===== config.mk =====
export PLATFORM = sky130hd
export DESIGN_NAME = vmr_unit
export DESIGN_NICKNAME = d
export VERILOG_FILES = /design/src/rtl/vmr_pkg.sv /design/src/rtl/vmr_active_mask.sv /design/src/rtl/vmr_scan.sv /design/src/rtl/vmr_write_path.sv /design/src/rtl/vmr_unit.sv
export SDC_FILE = /design/constraint.sdc
export NUM_CORES = 1
export LEC_CHECK = 0
export ABC_CLOCK_PERIOD_IN_PS = 13800
export BUFFER_PORTS_ARGS = -buffer_cell sky130_fd_sc_hd__buf_2
export CAP_MARGIN = 10
export CORE_UTILIZATION = 30
export CTS_CLUSTER_DIAMETER = 80
export DETAILED_ROUTE_END_ITERATION = 10
export MAX_ROUTING_LAYER = met4
export SLEW_MARGIN = 40
export SYNTH_ARGS = -nofsm -noshare
export SYNTH_HDL_FRONTEND = slang
export SYNTH_SLANG_ARGS = --single-unit

===== constraint.sdc =====
create_clock -name clk -period 13.8 [get_ports clk]
set_clock_uncertainty 0.15 [all_clocks]
set_input_delay 2.76 -clock clk [delete_from_list [all_inputs] [get_ports clk]]
set_output_delay 2.76 -clock clk [all_outputs]
set_load 0.05 [all_outputs]

===== src/rtl/vmr_pkg.sv =====
// Package: operation codes and classification helpers for the mask unit.
// Assumes a 4-bit operation field; codes above OP_RSTR are unused.
package vmr_pkg;

    typedef enum logic [3:0] {
        OP_TEST = 4'd0,
        OP_CPL  = 4'd1,
        OP_CLZ  = 4'd2,
        OP_POPC = 4'd3,
        OP_LD   = 4'd4,
        OP_LDC  = 4'd5,
        OP_AND  = 4'd6,
        OP_OR   = 4'd7,
        OP_XOR  = 4'd8,
        OP_RSTR = 4'd9
    } vmr_op_e;

    // True for writes that clear bits beyond the active length
    function automatic logic is_masked_write(input logic [3:0] op);
        return (op == OP_CPL) || (op == OP_LD) || (op == OP_LDC) ||
               (op == OP_AND) || (op == OP_OR) || (op == OP_XOR);
    endfunction

    // True for operations that only read the mask
    function automatic logic is_query(input logic [3:0] op);
        return (op == OP_TEST) || (op == OP_CLZ) || (op == OP_POPC);
    endfunction

endpackage


===== src/rtl/vmr_active_mask.sv =====
// Active-bit mask generator: sets the bit of every index below vct.
// Index i maps to vector position SS-1-i. vct above SS marks all bits active.
module vmr_active_mask #(
    parameter int SS = 16,
    parameter int VW = $clog2(SS + 1)
) (
    input  logic [VW-1:0] vct,
    output logic [SS-1:0] amask
);
    for (genvar i = 0; i < SS; i++) begin : g_bit
        localparam logic [VW-1:0] IDX = VW'(i);
        // One comparator per index position
        assign amask[SS-1-i] = (vct > IDX);
    end
endmodule


===== src/rtl/vmr_scan.sv =====
// Mask scanner: counts the set active bits, finds the leading-zero run and
// forms the all-zero / all-one / mixed condition code. Purely combinational.
// Assumes amask was built from the same vct.
module vmr_scan #(
    parameter int SS = 16,
    parameter int VW = $clog2(SS + 1)
) (
    input  logic [SS-1:0] mask,
    input  logic [SS-1:0] amask,
    input  logic [VW-1:0] vct,
    output logic [VW-1:0] ones_cnt,
    output logic [VW-1:0] lz_cnt,
    output logic [1:0]    cc
);
    logic [SS-1:0] act;
    logic          none_set;
    logic          all_set;

    assign act      = mask & amask;
    assign none_set = (act == '0);
    assign all_set  = (act == amask);

    // Population count of the active bits
    always_comb begin
        ones_cnt = '0;
        for (int i = 0; i < SS; i++) begin
            ones_cnt = ones_cnt + VW'(act[i]);
        end
    end

    // Leading-zero scan from index 0; defaults to vct when nothing is set
    always_comb begin
        logic found;
        found  = 1'b0;
        lz_cnt = vct;
        for (int i = 0; i < SS; i++) begin
            if (!found && act[SS-1-i]) begin
                found  = 1'b1;
                lz_cnt = VW'(i);
            end
        end
    end

    // Condition code: 0 all-zero or empty, 3 all-one, 1 mixed
    always_comb begin
        if (vct == '0 || none_set) begin
            cc = 2'd0;
        end else if (all_set) begin
            cc = 2'd3;
        end else begin
            cc = 2'd1;
        end
    end
endmodule


===== src/rtl/vmr_write_path.sv =====
// Write path: forms the next mask value for write operations and asserts
// wr_en for them. Masked writes clear every inactive bit; full restore
// takes the operand unchanged. Other codes leave wr_en low.
module vmr_write_path
    import vmr_pkg::*;
#(
    parameter int SS = 16
) (
    input  logic [3:0]    op,
    input  logic [SS-1:0] mask,
    input  logic [SS-1:0] operand,
    input  logic [SS-1:0] amask,
    output logic [SS-1:0] nxt,
    output logic          wr_en
);
    logic [SS-1:0] raw;

    // Select the unmasked combination for each write code
    always_comb begin
        raw   = mask;
        wr_en = 1'b1;
        case (op)
            OP_CPL:  raw = ~mask;
            OP_LD:   raw = operand;
            OP_LDC:  raw = ~operand;
            OP_AND:  raw = mask & operand;
            OP_OR:   raw = mask | operand;
            OP_XOR:  raw = mask ^ operand;
            OP_RSTR: raw = operand;
            default: wr_en = 1'b0;
        endcase
    end

    // Apply the active-length mask except for full restore
    assign nxt = (op == OP_RSTR) ? raw : (raw & amask);
endmodule


===== src/rtl/vmr_unit.sv =====
// Vector mask register unit top. Holds the mask register and registers
// one operation per op_valid: the mask update, result and cc all appear one
// cycle later with a one-cycle done strobe. Assumes vct lies in 0..SS.
module vmr_unit
    import vmr_pkg::*;
#(
    parameter int SS = 16,
    parameter int VW = $clog2(SS + 1)
) (
    input  logic          clk,
    input  logic          rst_n,
    input  logic          op_valid,
    input  logic [3:0]    op_code,
    input  logic [VW-1:0] vct,
    input  logic [SS-1:0] operand,
    output logic          done,
    output logic [31:0]   result,
    output logic [1:0]    cc,
    output logic [SS-1:0] mask_img
);
    localparam int PADW = 32 - VW;

    logic [SS-1:0] mask_q;
    logic [SS-1:0] amask;
    logic [SS-1:0] nxt_mask;
    logic          wr_en;
    logic [VW-1:0] ones_cnt;
    logic [VW-1:0] lz_cnt;
    logic [1:0]    scan_cc;
    logic [31:0]   res_d;
    logic [1:0]    cc_d;
    logic [31:0]   res_q;
    logic [1:0]    cc_q;
    logic          done_q;

    vmr_active_mask #(.SS(SS), .VW(VW)) amask_i (
        .vct   (vct),
        .amask (amask)
    );

    vmr_scan #(.SS(SS), .VW(VW)) scan_i (
        .mask     (mask_q),
        .amask    (amask),
        .vct      (vct),
        .ones_cnt (ones_cnt),
        .lz_cnt   (lz_cnt),
        .cc       (scan_cc)
    );

    vmr_write_path #(.SS(SS)) wpath_i (
        .op      (op_code),
        .mask    (mask_q),
        .operand (operand),
        .amask   (amask),
        .nxt     (nxt_mask),
        .wr_en   (wr_en)
    );

    // Select the query result and condition code to report
    always_comb begin
        res_d = '0;
        cc_d  = 2'd0;
        case (op_code)
            OP_TEST: cc_d = scan_cc;
            OP_CLZ:  begin res_d = {{PADW{1'b0}}, lz_cnt};   cc_d = scan_cc; end
            OP_POPC: begin res_d = {{PADW{1'b0}}, ones_cnt}; cc_d = scan_cc; end
            default: ;
        endcase
    end

    // Mask register update on accepted write operations
    always_ff @(posedge clk) begin
        if (!rst_n) begin
            mask_q <= '0;
        end else if (op_valid && wr_en) begin
            mask_q <= nxt_mask;
        end
    end

    // Result, condition code and done strobe registers
    always_ff @(posedge clk) begin
        if (!rst_n) begin
            res_q  <= '0;
            cc_q   <= 2'd0;
            done_q <= 1'b0;
        end else begin
            done_q <= op_valid;
            if (op_valid) begin
                res_q <= res_d;
                cc_q  <= cc_d;
            end
        end
    end

    assign done     = done_q;
    assign result   = res_q;
    assign cc       = cc_q;
    assign mask_img = mask_q;
endmodule


==> results.txt <==
The flow ran to the end, but the final reports show violations. The checks that failed: design-rule violations. TritonCTS built the clock tree.

During synthesis, Yosys emitted a total of 0 warnings. The number of hold buffers added after CTS is 0. Reg-to-reg startpoint: mask_img[1]. Via density per instance: 5.59. The x dimension of the die works out to 111 microns. Traced cell by cell, the critical path runs through buf_2, a41oi_1, nand2b_1, inv_1, ha_1, inv_1, fa_1, fa_1, fa_1, fa_1, fa_1, fa_1, xor2_1, o21ai_0, o221a_2. In this run the count of I/O pins placed on the die edge is 79. The run gives 0 as the number of diodes. The run gives 0 ns as the post-route setup TNS. The tool flagged a number of max-cap violations equal to 0.

Summed over all layers, the global routing overflow is 0. The post-route fraction of the period consumed by the critical path works out to 52.8%. For this run, the top clock speed supported by timing is 137 MHz. The analysis attributes to cell leakage a power of 1.67 nW.

A synthesized cell averages 7.55 sq um. Startpoint kind of the worst setup timing path: an input pin. Clock-pin slew was measured on the worst setup and hold paths at 0.07 ns.

The initial antenna violation count is 0. The logs give 3456 for the number of global-route vias before repair and 3587 for the via count of the routed design. The logs give 0.26 ns for the clock insertion delay at the later pin of the skew report and 39 for the number of rows in the core area.

Sequential element share of the synthesized area: 13.4%. The actual slew at the worst max-slew pin was 0.883 ns. The root buffer cell chosen for the clock tree is sky130_fd_sc_hd__clkbuf_16. In this run the worst path has a maximum fanout of 30. The aggregate routed wire length is 11300 microns, and the number of DRC markers after the initial detailed-route iteration is 410. On the critical path, the stage with the largest delay is an instance of sky130_fd_sc_hd__fa_1.

The logs give 578 for the final layout net count and 41.0% for the relative slew slack. For the number of fillers in the final layout, the log shows 1268. The clock buffer count from CTS came out at 3.

The routed design could run at a clock period as short as 7.28 ns. The initial standard-cell utilization of the core is 31.1%. In this run the worst setup path terminates at result[2]. The critical path crosses 15 cells after its start point. The tools report the number of optimization iterations in the first detailed-route pass as 8. After synthesis, the share of cell area in mux cells is 3.07%. In the synthesized netlist, the number of instances is 474. Leaving out fill and tap cells, the most frequent cell in the layout is sky130_fd_sc_hd__inv_1.

The cell that appears most often on the critical path is sky130_fd_sc_hd__fa_1. Setup repair after global routing left no endpoint under its margin. The synthesized-area fraction occupied by ao, oa, aoi and oai cells is 30.9%.

For the post-synthesis instance area, the log shows 3580 sq um. The share of synthesized cell area in full adder, half adder and majority cells is 19.0%, and the required time of the critical path is 13.81 ns. The worst register-to-register path ends at result[2].

The final hold violation count is 0, and the number of flip-flops and latches in the synthesized netlist is 24. In the synthesized netlist the dominant register cell turns out to be sky130_fd_sc_hd__dfxtp_1. The die outline area came out at 12400 sq um. The synthesized design spends more area on one cell type than any other, namely sky130_fd_sc_hd__ha_1.

Global routing used 18.8% of the available tracks across all layers. STA puts the critical path data arrival time at 7.29 ns. Yosys mapped a number of flops with a built-in enable equal to 0. Tracing the worst setup path back leads to its startpoint at vct[4].

The kind of cell adding the most delay to the critical path was adder cells. The path class of the tightest hold or removal check is reg2reg. The fraction of layout instances using a drive strength above 1 came out at 14.2%.

Setup violations remaining at the end of the flow were counted as 0. The fraction of synthesized cell area in xor and xnor cells works out to 0.734%. The library cells used most frequently in the layout, excluding fill and tap cells, are sky130_fd_sc_hd__inv_1, sky130_fd_sc_hd__buf_2, sky130_fd_sc_hd__ha_1. The detail route stage leaves a number of antenna-violating nets equal to 0. Once layout is complete, the utilization of the core stands at 34.0%.

Counting distinct cell types in the post-synthesis netlist gives 66. The total power divided by cell area was 59.3 nW/um^2; the die span in y was 111 microns. The weighted congestion reported at the end of routability-driven placement is 0.886. The total area inside the core boundary comes to 11500 sq um. The reg-to-reg setup timing slack was 9.27 ns; the total number of clock tree sinks was 24. The maximum buffer depth of the clock tree is 2. The worst setup path is of the in2reg kind. Buffers placed on the I/O ports in this run total 51. The area growth from synthesis to layout is 9.26%. By area the synthesized netlist is led by sky130_fd_sc_hd__ha_1, sky130_fd_sc_hd__dfxtp_1, sky130_fd_sc_hd__inv_1, sky130_fd_sc_hd__buf_4, sky130_fd_sc_hd__fa_1. Number of cells on the worst reg-to-reg path: 13.

Detailed placement finished with a half-perimeter wire length of 8640 microns. In the synthesized netlist the async set-or-reset flop fraction comes to 0%. The worst setup path is captured at a register.

Summing the areas of all and, or, nand and nor instances in the mapped netlist gives 17.7% of the synthesized area. Across the VDD grid, the largest voltage drop is 34.3 uV. The number of buffers and inverters on the critical path was 3; the number of setup buffers added after CTS was 0. The number of pins exceeding their max-slew limit in the final report is 0. The largest single stage delay on the critical path is 0.54 ns. The number of gates resized after CTS was 0. After detailed routing, the average wire length per cell comes to 17.6 microns.

The global-route wire length before repair is 18100 microns, and the H-tree level count is 1. Largest family of logic cells by synthesized area: compound AO/OA/AOI/OAI gates. For this run, design rule violations remaining after detail routing come to 12. The top-area cell type share of the netlist area was 14.0%. For the pin count of the biggest net entering global routing, the log shows 33.
[cell families (layout without fill, tap and decap cells)]
kind of cell    count (synthesis)  in the layout
other cells                     1             27
mux                            11             11
flops                          24             24
xor+xnor                        3              3
compound gates                152            152
fa+ha+maj                      49             49
simple gates                  120            120
buf+inv                       114            113
[sequential cells by signal, summed over array words and instances, names as in the netlist]
signal / count
cc: 2
mask_img: 16
done: 1
result: 5
[synth_stat cells, types with 3 or more instances]
library cell                 n
sky130_fd_sc_hd__nor4_1      4
sky130_fd_sc_hd__nor3_1      5
sky130_fd_sc_hd__a21boi_1    4
sky130_fd_sc_hd__buf_1       3
sky130_fd_sc_hd__clkbuf_1   26
sky130_fd_sc_hd__buf_4      27
sky130_fd_sc_hd__fa_1        9
sky130_fd_sc_hd__o21ai_0    21
sky130_fd_sc_hd__a21oi_1    26
sky130_fd_sc_hd__nand2b_1    7
sky130_fd_sc_hd__a222oi_1   15
sky130_fd_sc_hd__nand2_1    39
sky130_fd_sc_hd__a211o_1     3
sky130_fd_sc_hd__o22ai_1    16
sky130_fd_sc_hd__a31oi_1     7
sky130_fd_sc_hd__ha_1       40
sky130_fd_sc_hd__mux2i_1    11
sky130_fd_sc_hd__o21a_1      4
sky130_fd_sc_hd__a221o_1     4
sky130_fd_sc_hd__inv_1      56
sky130_fd_sc_hd__nor2b_1    18
sky130_fd_sc_hd__or2_2       3
sky130_fd_sc_hd__nor2_1     21
sky130_fd_sc_hd__dfxtp_1    24
sky130_fd_sc_hd__or3_1       3
sky130_fd_sc_hd__a221oi_1    9
sky130_fd_sc_hd__a211oi_1    8
sky130_fd_sc_hd__o2bb2ai_1   6
sky130_fd_sc_hd__nor3b_1     4
[power breakdown]
group	total, mW	internal (mW)	switching [mW]	leakage (nW)
combinational	0.0921	0.0261	0.0660	1.44
sequential	0.0744	0.0713	0.00311	0.195
clock	0.0654	0.0385	0.0270	0.0370
total	0.232	0.136	0.0961	1.67
[cell type report]
class	instances	area, sq um	share of cell area, %
inverters	56	210	5.37
multi-input cells	362	2690	68.8
well taps	143	179	4.57
clock buffers	3	75.1	1.92
repair buffers	54	278	7.10
flip-flops and latches	24	480	12.3
[metal layers]
metal / vias to the layer above / GRT usage, % / share of wire, %
met5: - / - / 0
met4: 0 / 5.23 / 2.0
met3: 19 / 1.69 / 5.3
met2: 141 / 30.5 / 48
met1: 1711 / 25.0 / 45
li1: 1716 / - / -
[worst min-delay path by stage]
stage / startpoint / endpoint / cells after the start
final: cc[1] / cc[1] / 2
after global routing: cc[1] / cc[1] / 2
after CTS: cc[1] / cc[1] / 2
after detailed placement: cc[1] / cc[1] / 2
after global placement: cc[1] / cc[1] / 2
after floorplan: cc[1] / cc[1] / 2
[worst reg2reg max path, delay by kind of cell, from the launching register on]
family          cells  cell delay [ns]
xor+xnor            1             0.15
buf+inv             2             0.16
compound gates      2             0.33
fa+ha+maj           7             3.04
flops               1             0.46
simple gates        1             0.14
[metrics by stage]
step	std cells	cell area, sq um	hold WS, ns	total power [mW]	setup WS, ns
2_1_floorplan	500	3680	0.549	0.150	6.26
3_3_place_gp	638	3820	0.324	0.166	6.30
3_5_place_dp	639	3830	0.330	0.167	6.24
4_1_cts	642	3900	0.343	0.234	6.53
5_1_grt	642	3910	0.359	0.244	6.29
6_report	642	3910	0.337	0.232	6.52
No activity file was read; power rests on OpenSTA's default activity.
